[src/rtl/nfe_pkg.sv]
package nfe_pkg;
  localparam int unsigned DATA_W    = 32;
  localparam int unsigned MAX_WORDS = 4;
  localparam int unsigned EVT_W     = 12;

  localparam logic [7:0] OFF_CTRL = 8'h00;
  localparam logic [7:0] OFF_STAT = 8'h14;
  localparam logic [7:0] OFF_CMD0 = 8'h48;

  localparam int unsigned RUN_BIT  = 28;
  localparam int unsigned CSEL_BIT = 24;
  localparam int unsigned CNT_LSB  = 16;
  localparam int unsigned CNT_W    = 5;

  typedef enum logic [1:0] {
    LD_STOP   = 2'd0,
    LD_ACCEPT = 2'd1,
    LD_BUSY   = 2'd2
  } ld_state_e;
endpackage

[src/rtl/nfe_cmd_loader.sv]
module nfe_cmd_loader
  import nfe_pkg::*;
#(
  parameter int unsigned NWORDS = 4
) (
  input  logic                          clk,
  input  logic                          rst,
  input  logic                          run_i,
  input  logic                          wr_i,
  input  logic [DATA_W-1:0]             wdata_i,
  input  logic                          seq_done_i,
  output logic [MAX_WORDS*DATA_W-1:0]   words_o,
  output logic                          valid_o,
  output logic                          cs_o,
  output logic                          req_set_o,
  output logic                          req_clr_o,
  output logic                          done_set_o
);
  localparam int unsigned PTR_W = (NWORDS > 1) ? $clog2(NWORDS) : 1;
  localparam logic [PTR_W-1:0] LAST = PTR_W'(NWORDS - 1);

  ld_state_e        state_q;
  logic [PTR_W-1:0] ptr_q;
  logic             accept_wr;
  logic             last_wr;

  assign accept_wr  = run_i && (state_q == LD_ACCEPT) && wr_i;
  assign last_wr    = accept_wr && (ptr_q == LAST);
  assign req_clr_o  = last_wr;
  assign done_set_o = run_i && (state_q == LD_BUSY) && seq_done_i;
  assign req_set_o  = (run_i && (state_q == LD_STOP)) || done_set_o;

  always_ff @(posedge clk) begin
    if (rst || !run_i) begin
      state_q <= LD_STOP;
      ptr_q   <= '0;
      valid_o <= 1'b0;
    end else begin
      valid_o <= last_wr;
      case (state_q)
        LD_STOP:   state_q <= LD_ACCEPT;
        LD_ACCEPT: if (accept_wr) begin
          if (last_wr) begin
            ptr_q   <= '0;
            state_q <= LD_BUSY;
          end else begin
            ptr_q <= ptr_q + 1'b1;
          end
        end
        LD_BUSY:   if (seq_done_i) state_q <= LD_ACCEPT;
        default:   state_q <= LD_STOP;
      endcase
    end
  end

  genvar g;
  generate
    for (g = 0; g < MAX_WORDS; g++) begin : g_slot
      if (g < NWORDS) begin : g_live
        logic [DATA_W-1:0] word_q;
        always_ff @(posedge clk) begin
          if (rst) word_q <= '0;
          else if (accept_wr && (ptr_q == PTR_W'(g))) word_q <= wdata_i;
        end
        assign words_o[g*DATA_W +: DATA_W] = word_q;
      end else begin : g_absent
        assign words_o[g*DATA_W +: DATA_W] = '0;
      end
    end
  endgenerate

  assign cs_o = words_o[CSEL_BIT];

  AST_VALID_PULSE: assert property (@(posedge clk) disable iff (rst)
    valid_o |=> !valid_o);
  AST_STOP_NO_VALID: assert property (@(posedge clk) disable iff (rst)
    !run_i |=> !valid_o);
  AST_STOP_REWINDS: assert property (@(posedge clk) disable iff (rst)
    !run_i |=> (ptr_q == '0) && (state_q == LD_STOP));
endmodule

[src/rtl/nfe_status.sv]
module nfe_status
  import nfe_pkg::*;
(
  input  logic             clk,
  input  logic             rst,
  input  logic             wr_i,
  input  logic [EVT_W-1:0] clr_mask_i,
  input  logic             cnt_zero_i,
  input  logic [EVT_W-1:0] irq_mask_i,
  input  logic             cs_i,
  input  logic             req_set_i,
  input  logic             req_clr_i,
  input  logic             done_set_i,
  input  logic             page_i,
  input  logic             bbd_i,
  input  logic             uncorr_i,
  input  logic             corr_i,
  input  logic [CNT_W-1:0] corr_cnt_i,
  input  logic             wreq_i,
  input  logic             rreq_i,
  input  logic             rdy0_i,
  input  logic             rdy1_i,
  output logic [DATA_W-1:0] stat_o,
  output logic             irq_o
);
  logic [EVT_W-1:0] bits_q, set_vec, clr_vec;
  logic [CNT_W-1:0] cnt_q;
  logic             rdy1_q;

  always_comb begin
    set_vec     = '0;
    set_vec[0]  = req_set_i;
    set_vec[1]  = rreq_i;
    set_vec[2]  = wreq_i;
    set_vec[3]  = corr_i;
    set_vec[4]  = uncorr_i;
    set_vec[5]  = bbd_i && cs_i;
    set_vec[6]  = bbd_i && !cs_i;
    set_vec[7]  = done_set_i && cs_i;
    set_vec[8]  = done_set_i && !cs_i;
    set_vec[9]  = page_i && cs_i;
    set_vec[10] = page_i && !cs_i;
    set_vec[11] = rdy0_i;
    clr_vec     = (wr_i ? clr_mask_i : '0) | {{(EVT_W-1){1'b0}}, req_clr_i};
  end

  always_ff @(posedge clk) begin
    if (rst) begin
      bits_q <= '0;
      cnt_q  <= '0;
      rdy1_q <= 1'b0;
      irq_o  <= 1'b0;
    end else begin
      bits_q <= (bits_q & ~clr_vec) | set_vec;
      rdy1_q <= rdy1_i;
      irq_o  <= |(bits_q & ~irq_mask_i);
      if (corr_i) cnt_q <= corr_cnt_i;
      else if (wr_i && cnt_zero_i) cnt_q <= '0;
    end
  end

  assign stat_o = {{(DATA_W-CNT_LSB-CNT_W){1'b0}}, cnt_q, 3'b000, rdy1_q, bits_q};

  AST_SET_WINS: assert property (@(posedge clk) disable iff (rst)
    (|set_vec) |=> ((bits_q & $past(set_vec)) == $past(set_vec)));
  AST_FULL_CLEAR: assert property (@(posedge clk) disable iff (rst)
    (wr_i && (&clr_mask_i) && (set_vec == '0)) |=> (bits_q == '0));
  AST_CNT_CLEAR: assert property (@(posedge clk) disable iff (rst)
    (wr_i && cnt_zero_i && !corr_i) |=> (cnt_q == '0));
  AST_IRQ_QUIET: assert property (@(posedge clk) disable iff (rst)
    ((bits_q & ~irq_mask_i) == '0) |=> !irq_o);
endmodule

[src/rtl/nand_cmd_frontend.sv]
module nand_cmd_frontend
  import nfe_pkg::*;
#(
  parameter int unsigned ADDR_W     = 8,
  parameter bit          FOUR_WORDS = 1'b1
) (
  input  logic                        clk,
  input  logic                        rst,
  input  logic                        bus_wr,
  input  logic                        bus_rd,
  input  logic [ADDR_W-1:0]           bus_addr,
  input  logic [31:0]                 bus_wdata,
  output logic [31:0]                 bus_rdata,
  output logic                        irq,
  output logic                        cmd_valid,
  output logic [127:0]                cmd_words,
  input  logic                        seq_done,
  input  logic                        ev_page_done,
  input  logic                        ev_bad_block,
  input  logic                        ev_uncorr,
  input  logic                        ev_corr,
  input  logic [4:0]                  ev_corr_cnt,
  input  logic                        ev_wr_req,
  input  logic                        ev_rd_req,
  input  logic                        flash_rdy0,
  input  logic                        flash_rdy1
);
  localparam int unsigned NWORDS = FOUR_WORDS ? 4 : 3;

  logic [DATA_W-1:0] ctrl_q, stat_w, rdata_c;
  logic wr_ctrl, wr_stat, wr_cmd0;
  logic cs_w, req_set_w, req_clr_w, done_set_w;

  assign wr_ctrl = bus_wr && (bus_addr == ADDR_W'(OFF_CTRL));
  assign wr_stat = bus_wr && (bus_addr == ADDR_W'(OFF_STAT));
  assign wr_cmd0 = bus_wr && (bus_addr == ADDR_W'(OFF_CMD0));

  always_ff @(posedge clk) begin
    if (rst) ctrl_q <= '0;
    else if (wr_ctrl) ctrl_q <= bus_wdata;
  end

  nfe_cmd_loader #(.NWORDS(NWORDS)) loader_i (
    .clk(clk), .rst(rst), .run_i(ctrl_q[RUN_BIT]), .wr_i(wr_cmd0),
    .wdata_i(bus_wdata), .seq_done_i(seq_done), .words_o(cmd_words),
    .valid_o(cmd_valid), .cs_o(cs_w), .req_set_o(req_set_w),
    .req_clr_o(req_clr_w), .done_set_o(done_set_w)
  );

  nfe_status status_i (
    .clk(clk), .rst(rst), .wr_i(wr_stat), .clr_mask_i(bus_wdata[EVT_W-1:0]),
    .cnt_zero_i(bus_wdata[CNT_LSB +: CNT_W] == '0), .irq_mask_i(ctrl_q[EVT_W-1:0]),
    .cs_i(cs_w), .req_set_i(req_set_w), .req_clr_i(req_clr_w),
    .done_set_i(done_set_w), .page_i(ev_page_done), .bbd_i(ev_bad_block),
    .uncorr_i(ev_uncorr), .corr_i(ev_corr), .corr_cnt_i(ev_corr_cnt),
    .wreq_i(ev_wr_req), .rreq_i(ev_rd_req), .rdy0_i(flash_rdy0),
    .rdy1_i(flash_rdy1), .stat_o(stat_w), .irq_o(irq)
  );

  always_comb begin
    rdata_c = '0;
    if (bus_addr == ADDR_W'(OFF_CTRL)) rdata_c = ctrl_q;
    if (bus_addr == ADDR_W'(OFF_STAT)) rdata_c = stat_w;
    for (int k = 0; k < MAX_WORDS; k++)
      if (bus_addr == ADDR_W'(OFF_CMD0 + 4*k)) rdata_c = cmd_words[k*DATA_W +: DATA_W];
  end

  always_ff @(posedge clk) begin
    if (rst) bus_rdata <= '0;
    else if (bus_rd) bus_rdata <= rdata_c;
  end

  AST_REQ_LOW_ON_ISSUE: assert property (@(posedge clk) disable iff (rst)
    cmd_valid |-> !stat_w[0]);
endmodule

[config.mk]
export PLATFORM = sky130hd
export DESIGN_NAME = nand_cmd_frontend
export DESIGN_NICKNAME = d
export VERILOG_FILES = /design/src/rtl/nfe_pkg.sv /design/src/rtl/nfe_cmd_loader.sv /design/src/rtl/nfe_status.sv /design/src/rtl/nand_cmd_frontend.sv
export SDC_FILE = /design/constraint.sdc
export NUM_CORES = 1
export LEC_CHECK = 0
export BUFFER_PORTS_ARGS = -buffer_cell sky130_fd_sc_hd__buf_2
export CAP_MARGIN = 5
export CORE_AREA = 2 2 135 137
export CTS_CLUSTER_SIZE = 10
export DETAILED_ROUTE_END_ITERATION = 7
export DIE_AREA = 0 0 137 139
export HOLD_SLACK_MARGIN = 0.05
export PLACE_DENSITY = 0.92
export REMOVE_ABC_BUFFERS = 1
export SLEW_MARGIN = 0
export SYNTH_ARGS = -nofsm -noshare
export SYNTH_HDL_FRONTEND = slang
export SYNTH_SLANG_ARGS = --single-unit
[constraint.sdc]
create_clock -name clk -period 3.9 [get_ports clk]
set_clock_uncertainty 0.1 [all_clocks]
set_input_delay 0.78 -clock clk [delete_from_list [all_inputs] [get_ports clk]]
set_output_delay 0.78 -clock clk [all_outputs]
set_load 0.02 [all_outputs]
==> results of run 1 <==
==> worst min-delay path: stages, from the launching register on <==
cell and delay (ns):
dfxtp_1 0.31, nand2_1 0.05, a21oi_1 0.05
==> metal layers <==
metal | track usage [%] | part of all wire, % | vias up
met4 | 12.81 | 3.7 | 0
met1 | 42.49 | 38 | 4805
met2 | 52.26 | 46 | 686
li1 | - | - | 4659
met3 | 7.675 | 12 | 116
met5 | 0 | 0 | -
==> synthesized netlist by cell type, drive strengths merged (2+ instances only) <==
cell and instances:
a22oi 2, or2 2, clkbuf 77, o31ai 15, and4 4, o21ai 28, mux2i 3, a31oi 31
a2111oi 15, o32ai 31, nand2 346, ha 4, and3 2, inv 47, a21oi 176, nand4 13
buf 33, nor3 24, o22ai 3, nor4 3, a221oi 20, or3 3, dfxtp 216, nand3b 14
nor2b 24, nand2b 4, or3b 2, nand3 6, nor2 87, o2bb2ai 15
==> kinds of logic (layout without fill, tap and decap cells) <==
logic type / count (synthesis) / in the layout / synth area share, %
buf+inv: 157 / 323 / 6.654
mux: 4 / 4 / 0.4331
fa+ha+maj: 4 / 4 / 0.5250
simple gates: 542 / 542 / 24.54
flops: 216 / 216 / 45.35
compound gates: 338 / 338 / 22.49
==> area by class of cell <==
type	count	area, sq um	area share (%)
Sequential cell	216	4324	37.92
Multi-Input combinational cell	888	4607	40.40
Timing Repair Buffer	249	1355	11.88
Clock buffer	27	653.1	5.728
Inverter	47	176.4	1.547
Tap cell	229	286.5	2.513
==> flip-flops by register name, indices dropped and copies added, names as in the netlist <==
name                           cells
status_i.irq_o                     1
bus_rdata                         32
status_i.rdy1_q                    1
status_i.cnt_q                     5
status_i.bits_q                   12
loader_i.valid_o                   1
loader_i.state_q                   2
ctrl_q                            32
loader_i.g_slot.g_live.word_q    128
loader_i.ptr_q                     2
==> per-stage QoR <==
step / setup slack [ns] / power, mW / instance area, sq um
2_1_floorplan: 0.7127 / 2.364 / 9076
3_3_place_gp: 0.9144 / 2.532 / 10750
3_5_place_dp: 0.8157 / 2.538 / 10750
4_1_cts: 1.348 / 4.497 / 11400
5_1_grt: 1.196 / 4.616 / 11400
6_report: 1.308 / 4.502 / 11400
==> report_power, final <==
group,leakage [nW],switching [mW],internal [mW]
registers,1.75,0.0118,2.22
clock network,0.322,0.840,1.16
logic,2.27,0.192,0.0741
total,4.34,1.04,3.46
==> worst max path at each step <==
stage / cells after the start / start / slack (ns) / end
finish: 5 / bus_addr[0] / 1.31 / loader_i.g_slot[3].g_live.word_q[5]
CTS: 6 / bus_addr[6] / 1.35 / bus_rdata[20]
global route: 6 / bus_addr[6] / 1.20 / bus_rdata[11]
detailed placement: 6 / bus_addr[6] / 0.82 / bus_rdata[10]
global placement: 6 / bus_addr[6] / 0.91 / bus_rdata[17]
floorplan: 4 / bus_addr[6] / 0.71 / ctrl_q[0]
==> flow_metrics.tcl, run 1 <==
set metrics [dict create \
    synth_warnings 0 \
    clkSlewWorstSetupHoldPaths_ns 0.06 \
    synth_top_cell_area_share_pct 45.35 \
    cts_buffers 25 \
    area.growth.synth_to_final_pct 19.59 \
    cp_top_family "simple AND/OR/NAND/NOR gates" \
    cts_hold_repair.buffers 0 \
    place_hpwl_um 20430 \
    synth_flop_cell "dfxtp_1" \
    die-area_sq_um 19040 \
    cts_max_level 1 \
    stdcell_count 1656 \
    asyncSetResetFlopFracSynth_pct 0 \
    synth.area.top_cells "dfxtp_1, nand2_1, a21oi_1" \
    worstPathMaxFanout 34 \
    post_cts_buffers 0 \
    routed_wl_um 32460 \
    grt_antenna_before_repair 0 \
    clock_tree_root_buffer_cell "clkbuf_16" \
    post_cts_resized 0 \
    globalRouteOverflowTotal 0 \
    total_instance_count_after_detailed_placement 1629 \
    timing.hold.worst_path_depth 2 \
    cts.path.max_buffers 3 \
    timing.reg2reg.worst_path_depth 4 \
    grt_use_total_pct 32.68 \
    worst_slew_pin_slew_ns 1.086 \
    fmaxAchievable_ghz 0.3858 \
    endpoint_kind "register" \
    cp_data_required_time_ns 4.24 \
    holdWs_ns 0.3515 \
    crit-reg2reg-capture "loader_i.g_slot[3].g_live.word_q[5]" \
    setup_violations 0 \
    n_antenna_cell 0 \
    drtAntennaViolNets 0 \
    critPathLaunchType "input pin" \
    layout_commonest_cell "nand2_1" \
    syn_avg_cell_area_sq_um 7.561 \
    num_rows 49 \
    fp.dieH_um 139 \
    p_leak_nw 4.343 \
    worst-endpoint-arrival_ns 2.93 \
    num-nets-final 1489 \
    final.period_utilization_pct 66.46 \
    vias 10270 \
    mapped_cell_area_sq_um 9534 \
    critical-path-slowest-cell "and4_2" \
    critical_path.n_buffers_inverters 1 \
    start_util_pct 54.00 \
    report.final.hold_viol_count 0 \
    die_width_um 137 \
    drive_gt1_share_pct 20.88 \
    whs_endpoint "ctrl_q[22]" \
    ff_to_ff_setup_slack_ns 1.73 \
    unrepaired_setup_endpoints_after_global_routing "false" \
    remaining_drc_errors 0 \
    io_buffers 219 \
    yosysTopAreaCell "dfxtp_1" \
    yosys_register_bits 216 \
    number_of_global_route_vias_before_repair 9559 \
    max-vdd-ir-drop_uv 309.6 \
    most_used_cells_in_the_layout_excluding_fill_and_tap_cells "nand2_1, buf_2, dfxtp_1" \
    final_max_slew_viol_count 0 \
    period_needed_ns 2.592 \
    power.density_nw_per_um2 394.8 \
    maxSlewHeadroom_pct 27.63 \
    insertion_delay_ns 0.51 \
    synth.yosys.seq_area_share_pct 45.35 \
    global_route_wire_length_before_repair_um 50250 \
    place_congestion 0.8940 \
    synth_cells 1261 \
    min-delay-path-class "register to register" \
    first_iter_violations 1227 \
    clkSinkCount 216 \
    crit_path_cell_trace "buf_2 > and4bb_1 > and4_2 > nand2_1 > a21oi_1" \
    maximum_number_of_pins_on_one_net_before_global_route_repair 137 \
    coreArea_sq_um 17660 \
    fill_cell_count 1476 \
    holdCritStartpoint "ctrl_q[22]" \
    worstSetupPathType "input pin to register" \
    r2r_start "ctrl_q[28]" \
    status "finished clean" \
    dr.pass1.iters 6 \
    max_cap_violations 0 \
    design.portCount 220 \
    ys_types 47 \
    final_core_utilization_pct 64.58 \
    crit_path_max_incr_delay_ns 0.99 \
    tritoncts_clock_tree "done" \
    via_per_inst 6.199 \
    synth_edf_count 0 \
    setup_tns_ns 0 \
    post_drt_wl_per_cell_um 19.60 \
]
Power figures use the tool's default switching activity.
==> inputs of run 2 (changes only) <==
- ABC_AREA: not set -> 1
- CORE_AREA: 2 2 135 137 -> 2 2 142 144
- DIE_AREA: 0 0 137 139 -> 0 0 144 146
- PLACE_DENSITY: 0.92 -> 0.86
- clock period: 3.9 -> 2.1 ns (I/O delays scaled with it)
==> run 2 against run 1 <==
Compared with the run above:
- power rose by 84%
- synthesized cell count down 4.8%
- via count is 6.8% lower
- clock power is 86% higher
- sequential cell count did not move
- worst setup slack got worse by 1.1 ns
- worst hold slack worse by 0.28 ns
- routed wire length fell by 6.9%
- combinational power is 59% higher
- core utilization down 5.5 points
- die area grew 10%
- highest routed layer unchanged
==> flow_metrics.tcl, run 2 <==
set metrics [dict create \
    coreArea_sq_um 19330 \
    critPathLaunchType "register" \
    power.density_nw_per_um2 723.9 \
    largest_register_ff_count 128 \
    synth.yosys.seq_area_share_pct 47.19 \
    clkSinkCount 216 \
    worst-endpoint-arrival_ns 2.19 \
    dr.pass1.iters 5 \
    num_rows 51 \
    postPlaceCellArea_sq_um 10730 \
    yosys-top-cells-count "dfxtp_1, a21oi_1, nand2_1" \
    start_util_pct 47.40 \
    post_drt_wl_per_cell_um 18.03 \
    syn_avg_cell_area_sq_um 7.636 \
    period_needed_ns 1.843 \
    asyncSetResetFlopFracSynth_pct 0 \
    place_hpwl_um 20430 \
    max-vdd-ir-drop_uv 518.5 \
    remaining_drc_errors 0 \
    p_leak_nw 5.346 \
    synth_edf_count 0 \
    grt_use_total_pct 27.80 \
    mapped_cell_area_sq_um 9164 \
    routed_wl_um 30210 \
    final_max_slew_viol_count 0 \
    globalRouteOverflowTotal 0 \
    insertion_delay_ns 0.51 \
    worst_slew_pin_slew_ns 0.4465 \
    crit_path_max_incr_delay_ns 0.40 \
    min-delay-path-class "input pin to register" \
    endpoint_kind "register" \
    crit_path_cell_trace "nand3_1 > nor2_1 > nand2_8 > nor2_4 > buf_12 > o21ai_0 > a21oi_1" \
    num-nets-final 1472 \
    die-area_sq_um 21020 \
    most_used_cells_in_the_layout_excluding_fill_and_tap_cells "buf_2, dfxtp_1, a21oi_1" \
    worstPathMaxFanout 38 \
    setup_tns_ns 0 \
    post_cts_buffers 0 \
    setup_violations 0 \
    unrepaired_setup_endpoints_after_global_routing "false" \
    cts.path.max_buffers 3 \
    yosys.cell_count.top_type "dfxtp_1" \
    synth_cells 1200 \
    synth_warnings 0 \
    yosysTopAreaCell "dfxtp_1" \
    first_iter_violations 788 \
    global_route_wire_length_before_repair_um 46800 \
    max_cap_violations 0 \
    critical-path-slowest-cell "dfxtp_1" \
    cp_data_required_time_ns 2.44 \
    synth_top_cell_area_share_pct 47.19 \
    area.growth.synth_to_final_pct 24.59 \
    die_width_um 144 \
    n_antenna_cell 0 \
    number_of_global_route_vias_before_repair 8976 \
    maxSlewHeadroom_pct 70.23 \
    yosys_register_bits 216 \
    max_flop_register "loader_i.g_slot.g_live.word_q" \
    synth_flop_cell "dfxtp_1" \
    drive_gt1_share_pct 23.69 \
    grt_antenna_before_repair 0 \
    vias 9566 \
    synth.area.top_cells "dfxtp_1, a21oi_1, o21ai_0" \
    clock_tree_root_buffer_cell "clkbuf_16" \
    cts_max_level 1 \
    report.final.hold_viol_count 0 \
    layout_commonest_cell "buf_2" \
    via_per_inst 5.711 \
    clkSlewWorstSetupHoldPaths_ns 0.05 \
    largestRegisters "loader_i.g_slot.g_live.word_q (128), bus_rdata (32), ctrl_q (32)" \
    cts_hold_repair.buffers 3 \
    io_buffers 219 \
    finalInstanceArea_sq_um 11420 \
    final.period_utilization_pct 87.77 \
    status "finished clean" \
    design.portCount 220 \
    maximum_number_of_pins_on_one_net_before_global_route_repair 67 \
    tritoncts_clock_tree "done" \
    ys_types 31 \
    holdWs_ns 0.07098 \
    fmaxAchievable_ghz 0.5426 \
    worstSetupPathType "register to register" \
    post_cts_resized 0 \
    fp.dieH_um 146 \
    drtAntennaViolNets 0 \
    cts_buffers 25 \
    place_congestion 0.8687 \
]
[run 2: per-layer routing]
metal | part of all wire [%] | vias to the layer above | routed length [um] | track usage (%)
met3 | 11 | 105 | 3373 | 6.252
met4 | 4.0 | 0 | 1210 | 11.37
li1 | - | 4460 | - | -
met1 | 38 | 4407 | 11520 | 34.63
met2 | 47 | 594 | 14110 | 46.24
met5 | 0 | - | 0 | 0
[run 2: kinds of logic (layout without fill, tap and decap cells)]
| family | count (synthesis) | in the layout | share of synthesized area, % |
|---|---|---|---|
| adders and majority gates | 4 | 4 | 0.5462 |
| and+or+nand+nor | 332 | 332 | 16.12 |
| AOI/OAI and AO/OA | 453 | 453 | 26.83 |
| buffers and inverters | 195 | 405 | 9.312 |
| DFF | 216 | 216 | 47.19 |
[run 2: power breakdown]
group	switching [mW]	leakage (nW)	internal, mW	total (mW)
Clock	1.56	0.322	2.15	3.71
Sequential	0.0114	1.74	4.12	4.13
Combinational	0.291	3.28	0.133	0.424
[run 2: per-stage QoR]
step           std cells  total power, mW  setup WS [ns]  util, %
2_1_floorplan       1115            4.391         -1.165        -
3_3_place_gp        1645            4.618         0.1105    55.52
3_5_place_dp        1645            4.626        0.04002    55.52
4_1_cts             1675            8.284         0.2611    59.05
5_1_grt             1675            8.465         0.1531    59.05
6_report            1675            8.265         0.2569    59.05
[run 2: worst paths after layout]
path,from,to,slack [ns],depth (start not counted)
worst max-delay path,loader_i.state_q[0],loader_i.g_slot[3].g_live.word_q[26],0.26,7
worst min-delay path,ev_wr_req,status_i.bits_q[2],0.07,3
worst max register to register,loader_i.state_q[0],loader_i.g_slot[3].g_live.word_q[26],0.26,7
worst min register to register,bus_rdata[16],bus_rdata[16],0.36,2
[run 2: area by class of cell]
class / count / area [sq um]
clock buffers: 27 / 653.1
flip-flops and latches: 216 / 4324
repair buffers: 268 / 1697
well taps: 265 / 331.6
fillers: 1709 / 7918
inverters: 110 / 417.9
multi-input cells: 789 / 3994
[run 2: worst max-delay path, delay by kind of cell, from the launching register on]
family,cells,cell delay [ns]
AND/OR/NAND/NOR,4,0.76
flip-flops,1,0.40
buffers and inverters,1,0.25
AO/OA/AOI/OAI,2,0.25
==> inputs of run 3 (changes only) <==
- CORE_AREA: 2 2 142 144 -> 2 2 133 135
- CTS_BUF_LIST: not set -> sky130_fd_sc_hd__clkbuf_8
- DIE_AREA: 0 0 144 146 -> 0 0 135 137
- PLACE_DENSITY: 0.86 -> 0.92
- clock period: 2.1 -> 2.22 ns (I/O delays scaled with it)
==> run 3 against run 2 <==
Compared with the run above:
- sequential cell count did not move
- register-to-register slack gained 0.07 ns
- first-iteration DRC count increased by 31%
- global-route usage increased by 3.5 points
- sequential power decreased by 5.3%
- non-clock buffer count fell by 7
- worst hold slack better by 0.017 ns
- via count grew 2.2%
- largest power group unchanged
==> flow_metrics.tcl, run 3 (synthesized netlist as in run 2, its figures left out) <==
set metrics [dict create \
    start_util_pct 53.73 \
    max_flop_register "loader_i.g_slot.g_live.word_q" \
    whs_endpoint "status_i.bits_q[11]" \
    clock_tree_root_buffer_cell "clkbuf_8" \
    place_hpwl_um 19990 \
    critical-path-slowest-cell "dfxtp_1" \
    final_max_slew_viol_count 0 \
    cp_data_required_time_ns 2.57 \
    dr_wl_met3_um 3601 \
    wl_met1_um 11300 \
    post_drt_wl_per_cell_um 18.05 \
    via_per_inst 5.884 \
    period_needed_ns 1.892 \
    timing.reg2reg.worst_path_depth 7 \
    crit_path_max_incr_delay_ns 0.40 \
    fill_cell_count 1430 \
    cts_buffers 36 \
    routed_wl_um 30000 \
    cts.path.max_buffers 3 \
    worst-endpoint-arrival_ns 2.24 \
    setup_violations 0 \
    fp.dieH_um 137 \
    final.period_utilization_pct 85.24 \
    endpoint_kind "register" \
    remaining_drc_errors 0 \
    worstSetupPathType "register to register" \
    area.sequential_sq_um 4324 \
    post-route-worst-setup-slack_ns 0.3277 \
    largestRegisters "loader_i.g_slot.g_live.word_q (128), bus_rdata (32), ctrl_q (32)" \
    drtAntennaViolNets 0 \
    max-vdd-ir-drop_uv 489.3 \
    maximum_number_of_pins_on_one_net_before_global_route_repair 59 \
    p_leak_nw 5.349 \
    report.final.hold_viol_count 0 \
    worst_slack_after_detailed_placement_ns 0.1241 \
    num-nets-final 1476 \
    drive_gt1_share_pct 24.30 \
    largest_register_ff_count 128 \
    most_used_cells_in_the_layout_excluding_fill_and_tap_cells "buf_2, dfxtp_1, a21oi_1" \
    coreArea_sq_um 17060 \
    unrepaired_setup_endpoints_after_global_routing "false" \
    die-area_sq_um 18500 \
    insertion_delay_ns 0.52 \
    tritoncts_clock_tree "done" \
    dr.pass1.iters 5 \
    number_of_global_route_vias_before_repair 8985 \
    max_cap_violations 0 \
    place_congestion 0.8803 \
    crit-reg2reg-capture "loader_i.g_slot[3].g_live.word_q[1]" \
    clkSinkCount 216 \
    num_rows 48 \
    status "finished clean" \
    maxSlewHeadroom_pct 66.18 \
    multi_input_area_sq_um 3994 \
    vias 9780 \
    final_core_utilization_pct 65.86 \
    crit_path_cell_trace "nand3_1 > nor2_1 > nand2_8 > nor2_4 > buf_4 > o21ai_0 > a21oi_1" \
    cts_max_level 2 \
    grt_antenna_before_repair 0 \
    post_cts_resized 0 \
    first_iter_violations 1035 \
    worstPathMaxFanout 20 \
    min-delay-path-class "input pin to register" \
    layout_commonest_cell "buf_2" \
    fmaxAchievable_ghz 0.5284 \
    die_width_um 135 \
    holdCritStartpoint "flash_rdy0" \
    grt_use_total_pct 31.33 \
    timing.hold.worst_path_depth 3 \
    power.density_nw_per_um2 676.4 \
    dr.max_layer_used "met4" \
    globalRouteOverflowTotal 0 \
    post_cts_buffers 0 \
    dr_wl_met2_um 13850 \
    clkSlewWorstSetupHoldPaths_ns 0.06 \
    global_route_wire_length_before_repair_um 45680 \
    area.growth.synth_to_final_pct 22.58 \
    io_buffers 219 \
    critPathLaunchType "register" \
    ff_to_ff_setup_slack_ns 0.33 \
    worst_slew_pin_slew_ns 0.5066 \
    r2r_start "loader_i.state_q[0]" \
    design.portCount 220 \
]
[run 3: cell types whose count changed in the layout (fill, tap and decap cells not counted), sizes merged]
| cell | delta |
|---|---|
| dlygate4sd3 | -2 |
| buf | -5 |
| clkinv | +6 |
| inv | +11 |
| diode | +1 |
| clkbuf | +16 |
[run 3: power breakdown]
part / switching [mW] / total, mW / internal [mW] / leakage (nW)
registers: 0.0101 / 3.91 / 3.90 / 1.74
logic: 0.271 / 0.387 / 0.115 / 3.21
clock network: 1.56 / 3.31 / 1.74 / 0.393
total: 1.84 / 7.60 / 5.76 / 5.35
[run 3: repair_timing]
item,4_1_cts,5_1_grt
endpoints found under the setup margin,0,0
hold buffers,1,0
hold endpoints to repair,1,0
[run 3: area by class of cell]
class | instances | area share (%)
Multi-Input combinational cell | 789 | 35.55
Sequential cell | 216 | 38.49
Timing Repair Buffer | 261 | 13.81
Clock inverter | 17 | 0.6237
Tap cell | 225 | 2.506
Inverter | 110 | 3.720
Clock buffer | 43 | 5.268
Antenna cell | 1 | 0.02228
[run 3: through the flow]
| stage | TNS (ns) | cell area [sq um] | hold WS, ns | total power [mW] | std cells |
|---|---|---|---|---|---|
| 2_1_floorplan | -127.56 | 8726 | 0.3459 | 4.154 | 1115 |
| 3_3_place_gp | 0 | 10560 | 0.3509 | 4.353 | 1600 |
| 3_5_place_dp | 0 | 10560 | 0.3520 | 4.358 | 1600 |
| 4_1_cts | 0 | 11230 | 0.05290 | 7.589 | 1661 |
| 5_1_grt | 0 | 11230 | 0.07712 | 7.797 | 1661 |
| 6_report | 0 | 11230 | 0.08806 | 7.598 | 1662 |
[run 3: routing by layer]
metal  up-vias  global-route usage, %
met5         -                      0
met4         0                  16.61
met3       128                  7.296
met2       696                  51.33
met1      4473                  38.47
li1       4483                      -
[run 3: worst max-delay path by stage]
stage                        startpoint                             endpoint  slack, ns  cells past startpoint
floorplan                   bus_addr[7]                   status_i.bits_q[0]      -1.07                     10
global placement            bus_addr[1]                    status_i.cnt_q[2]       0.19                      9
detailed placement          bus_addr[7]  loader_i.g_slot[3].g_live.word_q[1]       0.12                     11
CTS                 loader_i.state_q[0]  loader_i.g_slot[3].g_live.word_q[1]       0.35                      7
global route        loader_i.state_q[0]  loader_i.g_slot[3].g_live.word_q[1]       0.19                      7
finish              loader_i.state_q[0]  loader_i.g_slot[3].g_live.word_q[1]       0.33                      7
[run 3: critical path, delay by kind of cell, from the launching register on]
| family | cells | cell delay (ns) |
|---|---|---|
| flops | 1 | 0.40 |
| buf+inv | 1 | 0.29 |
| compound gates | 2 | 0.24 |
| simple gates | 4 | 0.78 |
